==> config.mk <==
export PLATFORM = sky130hd
export DESIGN_NAME = rhost_wr_ctl
export DESIGN_NICKNAME = d
export VERILOG_FILES = /design/src/rtl/rhw_pkg.sv /design/src/rtl/rhw_seq.sv /design/src/rtl/rhw_ilat.sv /design/src/rtl/rhw_arb.sv /design/src/rtl/rhost_wr_ctl.sv
export SDC_FILE = /design/constraint.sdc
export NUM_CORES = 1
export LEC_CHECK = 0
export BUFFER_PORTS_ARGS = -buffer_cell sky130_fd_sc_hd__clkbuf_2
export CORE_ASPECT_RATIO = 0.9
export CORE_MARGIN = 2
export CORE_UTILIZATION = 35
export CTS_CLUSTER_SIZE = 8
export DETAILED_ROUTE_END_ITERATION = 10
export GPL_TIMING_DRIVEN = 0
export PLACE_DENSITY = 0.64
export SYNTH_ARGS = -nofsm -noshare
export SYNTH_HDL_FRONTEND = slang
export SYNTH_SLANG_ARGS = --single-unit
==> constraint.sdc <==
create_clock -name clk -period 2.9 [get_ports clk]
set_clock_uncertainty 0.2 [all_clocks]
set_input_delay 0.58 -clock clk [delete_from_list [all_inputs] [get_ports clk]]
set_output_delay 0.58 -clock clk [all_outputs]
set_load 0.05 [all_outputs]
==> src/rtl/rhw_pkg.sv <==
package rhw_pkg;
  typedef enum logic [2:0] {
    ST_IDLE   = 3'd0,
    ST_SETTLE = 3'd1,
    ST_ACC    = 3'd2,
    ST_TERM   = 3'd3,
    ST_REL    = 3'd4
  } rhw_state_e;

  typedef enum logic [1:0] {
    SEL_DMEM = 2'b00,
    SEL_IMEM = 2'b01,
    SEL_PCLO = 2'b10,
    SEL_PCHI = 2'b11
  } rhw_sel_e;
endpackage

==> src/rtl/rhw_seq.sv <==
module rhw_seq
  import rhw_pkg::*;
#(
  parameter int WAIT_W = 4
) (
  input  logic              clk,
  input  logic              rst_n,
  input  logic              host_wr,
  input  logic              lock_out,
  input  logic              fast_mode,
  input  logic              loc_busy,
  input  logic [1:0]        mem_sel,
  input  logic              cmd,
  input  logic [WAIT_W-1:0] dmem_wait,
  input  logic [WAIT_W-1:0] imem_wait,
  output rhw_state_e        state,
  output rhw_sel_e          sel_q,
  output logic              cmd_q,
  output logic              req_wait
);
  rhw_state_e        nxt;
  logic [WAIT_W-1:0] cnt;
  logic              done_hold;
  logic              start;

  // a request counts only if it was not already served
  assign req_wait = (state == ST_IDLE) && host_wr && !done_hold && !lock_out;
  assign start    = req_wait && !loc_busy;

  always_comb begin
    nxt = state;
    unique case (state)
      ST_IDLE:   if (start) nxt = ST_SETTLE;
      ST_SETTLE: nxt = ST_ACC;
      ST_ACC:    if (cnt == '0) nxt = ST_TERM;
      ST_TERM:   if (fast_mode || !host_wr) nxt = ST_REL;
      ST_REL:    nxt = ST_IDLE;
      default:   nxt = ST_IDLE;
    endcase
  end

  always_ff @(posedge clk or negedge rst_n) begin
    if (!rst_n) begin
      state     <= ST_IDLE;
      sel_q     <= SEL_DMEM;
      cmd_q     <= 1'b0;
      cnt       <= '0;
      done_hold <= 1'b0;
    end else begin
      state     <= nxt;
      done_hold <= host_wr && ((state == ST_REL) || done_hold);
      if (start) begin
        sel_q <= rhw_sel_e'(mem_sel);
        cmd_q <= cmd;
      end
      if (state == ST_SETTLE) begin
        unique case (sel_q)
          SEL_DMEM: cnt <= dmem_wait;
          SEL_IMEM: cnt <= imem_wait;
          default:  cnt <= '0;
        endcase
      end else if (state == ST_ACC && cnt != '0) begin
        cnt <= cnt - 1'b1;
      end
    end
  end
endmodule

==> src/rtl/rhw_ilat.sv <==
module rhw_ilat #(
  parameter int BYTE_W = 8
) (
  input  logic                clk,
  input  logic                rst_n,
  input  logic                capture,
  input  logic                capture_imem,
  input  logic                release_imem,
  input  logic [BYTE_W-1:0]   host_byte,
  output logic                hi_flag,
  output logic [2*BYTE_W-1:0] instr_word,
  output logic [BYTE_W-1:0]   ld_byte,
  output logic                pc_inc
);
  logic [BYTE_W-1:0] lo_q;
  logic [BYTE_W-1:0] hi_q;

  always_ff @(posedge clk or negedge rst_n) begin
    if (!rst_n) begin
      lo_q    <= '0;
      hi_q    <= '0;
      ld_byte <= '0;
      hi_flag <= 1'b0;
    end else begin
      if (capture) ld_byte <= host_byte;
      if (capture_imem) begin
        if (hi_flag) hi_q <= host_byte;
        else         lo_q <= host_byte;
      end
      if (release_imem) hi_flag <= ~hi_flag;
    end
  end

  assign instr_word = {hi_q, lo_q};
  assign pc_inc     = release_imem && hi_flag;
endmodule

==> src/rtl/rhw_arb.sv <==
module rhw_arb (
  input  logic clk,
  input  logic rst_n,
  input  logic loc_req,
  input  logic idle,
  output logic loc_busy,
  output logic loc_gnt
);
  logic pend;

  always_ff @(posedge clk or negedge rst_n) begin
    if (!rst_n)    pend <= 1'b0;
    else if (idle) pend <= 1'b0;
    else           pend <= pend | loc_req;
  end

  assign loc_busy = loc_req | pend;
  assign loc_gnt  = idle && loc_busy;
endmodule

==> src/rtl/rhost_wr_ctl.sv <==
module rhost_wr_ctl
  import rhw_pkg::*;
#(
  parameter int WAIT_W = 4,
  parameter int BYTE_W = 8
) (
  input  logic                clk,
  input  logic                rst_n,
  input  logic                host_wr,
  input  logic                lock_out,
  input  logic                fast_mode,
  input  logic [1:0]          mem_sel,
  input  logic                cmd,
  input  logic [BYTE_W-1:0]   host_byte,
  input  logic [WAIT_W-1:0]   dmem_wait,
  input  logic [WAIT_W-1:0]   imem_wait,
  input  logic                loc_req,
  output logic                xack,
  output logic                local_own,
  output logic                bus_hiz,
  output logic                dmem_we,
  output logic                imem_we,
  output logic [2*BYTE_W-1:0] instr_word,
  output logic                pc_lo_ld,
  output logic                pc_hi_ld,
  output logic [BYTE_W-1:0]   ld_byte,
  output logic                pc_inc,
  output logic                loc_gnt
);
  rhw_state_e state;
  rhw_sel_e   sel_q;
  logic       cmd_q;
  logic       req_wait;
  logic       loc_busy;
  logic       hi_flag;
  logic       in_acc;

  rhw_seq #(.WAIT_W(WAIT_W)) u_seq (
    .clk(clk), .rst_n(rst_n), .host_wr(host_wr), .lock_out(lock_out),
    .fast_mode(fast_mode), .loc_busy(loc_busy), .mem_sel(mem_sel), .cmd(cmd),
    .dmem_wait(dmem_wait), .imem_wait(imem_wait), .state(state),
    .sel_q(sel_q), .cmd_q(cmd_q), .req_wait(req_wait)
  );

  rhw_ilat #(.BYTE_W(BYTE_W)) u_ilat (
    .clk(clk), .rst_n(rst_n),
    .capture(state == ST_SETTLE),
    .capture_imem((state == ST_SETTLE) && (sel_q == SEL_IMEM)),
    .release_imem((state == ST_REL) && (sel_q == SEL_IMEM)),
    .host_byte(host_byte), .hi_flag(hi_flag), .instr_word(instr_word),
    .ld_byte(ld_byte), .pc_inc(pc_inc)
  );

  rhw_arb u_arb (
    .clk(clk), .rst_n(rst_n), .loc_req(loc_req),
    .idle(state == ST_IDLE), .loc_busy(loc_busy), .loc_gnt(loc_gnt)
  );

  assign in_acc    = (state == ST_ACC);
  assign xack      = !(req_wait || state == ST_SETTLE || in_acc);
  assign local_own = (state == ST_IDLE) || (state == ST_REL);
  assign bus_hiz   = (state != ST_IDLE);
  assign dmem_we   = in_acc && (sel_q == SEL_DMEM);
  assign imem_we   = in_acc && (sel_q == SEL_IMEM) && hi_flag;
  assign pc_lo_ld  = in_acc && (sel_q == SEL_PCLO) && !cmd_q;
  assign pc_hi_ld  = in_acc && (sel_q == SEL_PCHI) && !cmd_q;
endmodule

==> impl_metrics.toml <==
[status]
status = "complete, no violations"

[logic_synthesis]
ys_ff_latch = 37
synth_nets = 177
synth_async_sr_flop_share_pct = 100
syn_inst = 151
yosysWarnings = 0
synth_area_sq_um = 1710
synth.distinct_cells = 35
synth_seq_area_share_pct = 54.3
synth.avg_cell_area_sq_um = 11.3
synth_enable_flop_cells = 0
synth_flop_cell = "dfrtp_1"

[timing]
timing.final.crit_share_pct = 96.3
fin_crit_ps = 2790
holdWs_ps = 223
slew_viol_final = 0
rsz0062_at_grt = "no"
max-slew-margin-rel_pct = 23.0
tightest_slew_ps = 1150
hold_violations = 0
max_freq_mhz = 358
setup_violations = 0

[die]
coreArea_sq_um = 4770
initial_utilization_pct = 35.7
dieArea_sq_um = 5450
core.rowCount = 24
die_w_microns = 77.6
pin_count = 58
die_h_microns = 70.2

[finish]
num_antenna_cells = 0
nets = 240
drive_gt1_share_pct = 43.3
areaGrowthSynthToFinish_pct = 30.5
fillCellCount = 480

[routing]
vias = 1321
drt_first_pass_iters = 4
drc = 0
drt-initial-drc-count = 67
routedWlPerCell_microns = 13.6
routed_wl_microns = 3800
drt-vias-per-instance = 4.72
postRouteAntennaNets = 0

[setup_path]
critPathLaunchType = "flip-flop"
critPathMaxStageDelay_ps = 460
crit_fanout = 10
end_kind = "output pin"
crit_top_cell = "buf_2"
crit_arrival_ps = 2010
slowest_stage = "or3b_2"
cp.required_ps = 2120
rr_worst_depth = 4
r2r-start = "u_seq.sel_q[0]"
reg2reg_slack_ps = 530
path_class = "flip-flop to output pin"
r2r-end = "u_ilat.hi_q[1]"
critical_path.cell_chain = "buf_2, or3b_2, buf_2, nor4bb_2, buf_4"

[cts]
cts_tree = "built"
cts.sinks = 37
clk_pin_slew_ps = 80
post_cts_buffers = 0
h-tree-depth = 2
root_buffer = "clkbuf_8"
clockBufferDepth = 2
clkLatencyLatePin_ps = 280
numCtsBuffers = 5

[global_routing]
grt_pass1_wl_microns = 6270
grt_max_degree = 38
antenna_found_initial = 0
grt-ovfl-total = 0
grt_usage_pct = 14.7
grt_pass1_vias = 1264

[job]
cap_violations = 0

[placement]
gp_congestion = 0.746
io_buffers = 57
dp_hpwl_microns = 2760

[min_path]
hold_class = "primary input to asynchronous set/reset pin"
## cells in the mapped netlist, drive strengths merged (2+ instances only)
cell,count,area [sq um]
buf,4,26.3
inv,3,11.3
nor2,10,37.5
nor2b,3,18.8
mux2,19,244
nor3b,3,22.5
nor3,9,45.0
nand2,26,97.6
or3b,3,26.3
clkbuf,5,18.8
mux2i,4,40.0
dfrtp,37,926
nand3b,2,15.0
nand3,2,10.0
or3,2,12.5
a21oi,3,15.0
## cell usage in the layout (no fill, tap or decap), types with 2 or more instances in the layout
cell,n
clkbuf_2,55
dfrtp_1,37
nand2_1,26
mux2_2,11
nor2_1,10
nor3_1,8
mux2_4,8
clkbuf_8,5
buf_2,4
clkbuf_1,4
mux2i_1,4
inv_1,3
a21oi_1,3
nor2b_1,3
nor3b_1,3
or3b_2,2
nand3b_1,2
nand3_1,2
or3_1,2
bufinv_16,2
## logic make-up (layout without fill, tap and decap cells)
logic type	count (synthesis)	in the layout	share of synthesized area, %
AO/OA/AOI/OAI	10	10	4.40
XOR/XNOR	1	1	0.514
adder cells (fa/ha/maj)	1	1	0.734
buffers and inverters	12	76	3.30
flip-flops	37	37	54.3
multiplexers	23	23	16.7
AND/OR/NAND/NOR	67	67	20.1
## worst max-delay path, delay by kind of cell, from the launching register on
kind | cells | cell delay, ps
and+or+nand+nor | 2 | 740
buffers and inverters | 3 | 640
DFF | 1 | 340
## metrics by stage
step / TNS (ps) / setup slack [ps] / utilization (%) / instance area (sq um) / cells
CTS: 0 / 12.9 / 46.7 / 2230 / 281
finish: 0 / 108 / 46.6 / 2230 / 280
global route: 0 / 17.0 / 46.6 / 2230 / 280
global placement: 0 / 309 / 43.8 / 2090 / 273
detailed placement: 0 / 309 / 43.8 / 2090 / 273
floorplan: -58.3 / -58.3 / - / 1720 / 151
## cell type report
class / count / area [sq um] / area share, %
flip-flops and latches: 37 / 926 / 41.6
multi-input cells: 102 / 741 / 33.3
repair buffers: 57 / 288 / 12.9
well taps: 65 / 81.3 / 3.65
clock buffers: 5 / 68.8 / 3.09
clock inverters: 3 / 68.8 / 3.09
plain buffers: 8 / 41.3 / 1.85
inverters: 3 / 11.3 / 0.506
## layer usage
metal / vias to the layer above / global-route usage, % / wire length (microns)
met5: - / 0 / 0
met4: 0 / 4.17 / 40
met3: 4 / 4.26 / 109
met2: 18 / 24.4 / 1950
met1: 651 / 18.7 / 1700
li1: 648 / - / -
## worst max-delay path by stage
stage                              start  endpoint  slack, ps  depth (start not counted)
after CTS                 u_seq.state[0]  pc_hi_ld         10                          5
after global routing      u_seq.state[1]  pc_hi_ld         20                          5
after detailed placement  u_seq.state[0]  pc_hi_ld        310                          5
final                     u_seq.state[1]  pc_hi_ld        110                          5
after global placement    u_seq.state[0]  pc_hi_ld        310                          5
after floorplan           u_seq.state[0]  pc_hi_ld        -60                          4
## flip-flops by register name, indices dropped and copies added (netlist names)
| signal | flops |
|---|---|
| u_ilat.ld_byte | 8 |
| u_seq.state | 3 |
| u_seq.done_hold | 1 |
| u_ilat.hi_q | 8 |
| u_ilat.lo_q | 8 |
| u_seq.sel_q | 2 |
| u_seq.cnt | 4 |
| u_seq.cmd_q | 1 |
| u_ilat.hi_flag | 1 |
| u_arb.pend | 1 |
## timing repair
action,4_1_cts,5_1_grt
cloned,0,0
gates resized for setup,1,2
hold buffers,0,0
setup endpoints to repair,1,2
Power is not shown: default switching activity piles up to over one toggle a cycle in this logic, so the estimate is an artifact.
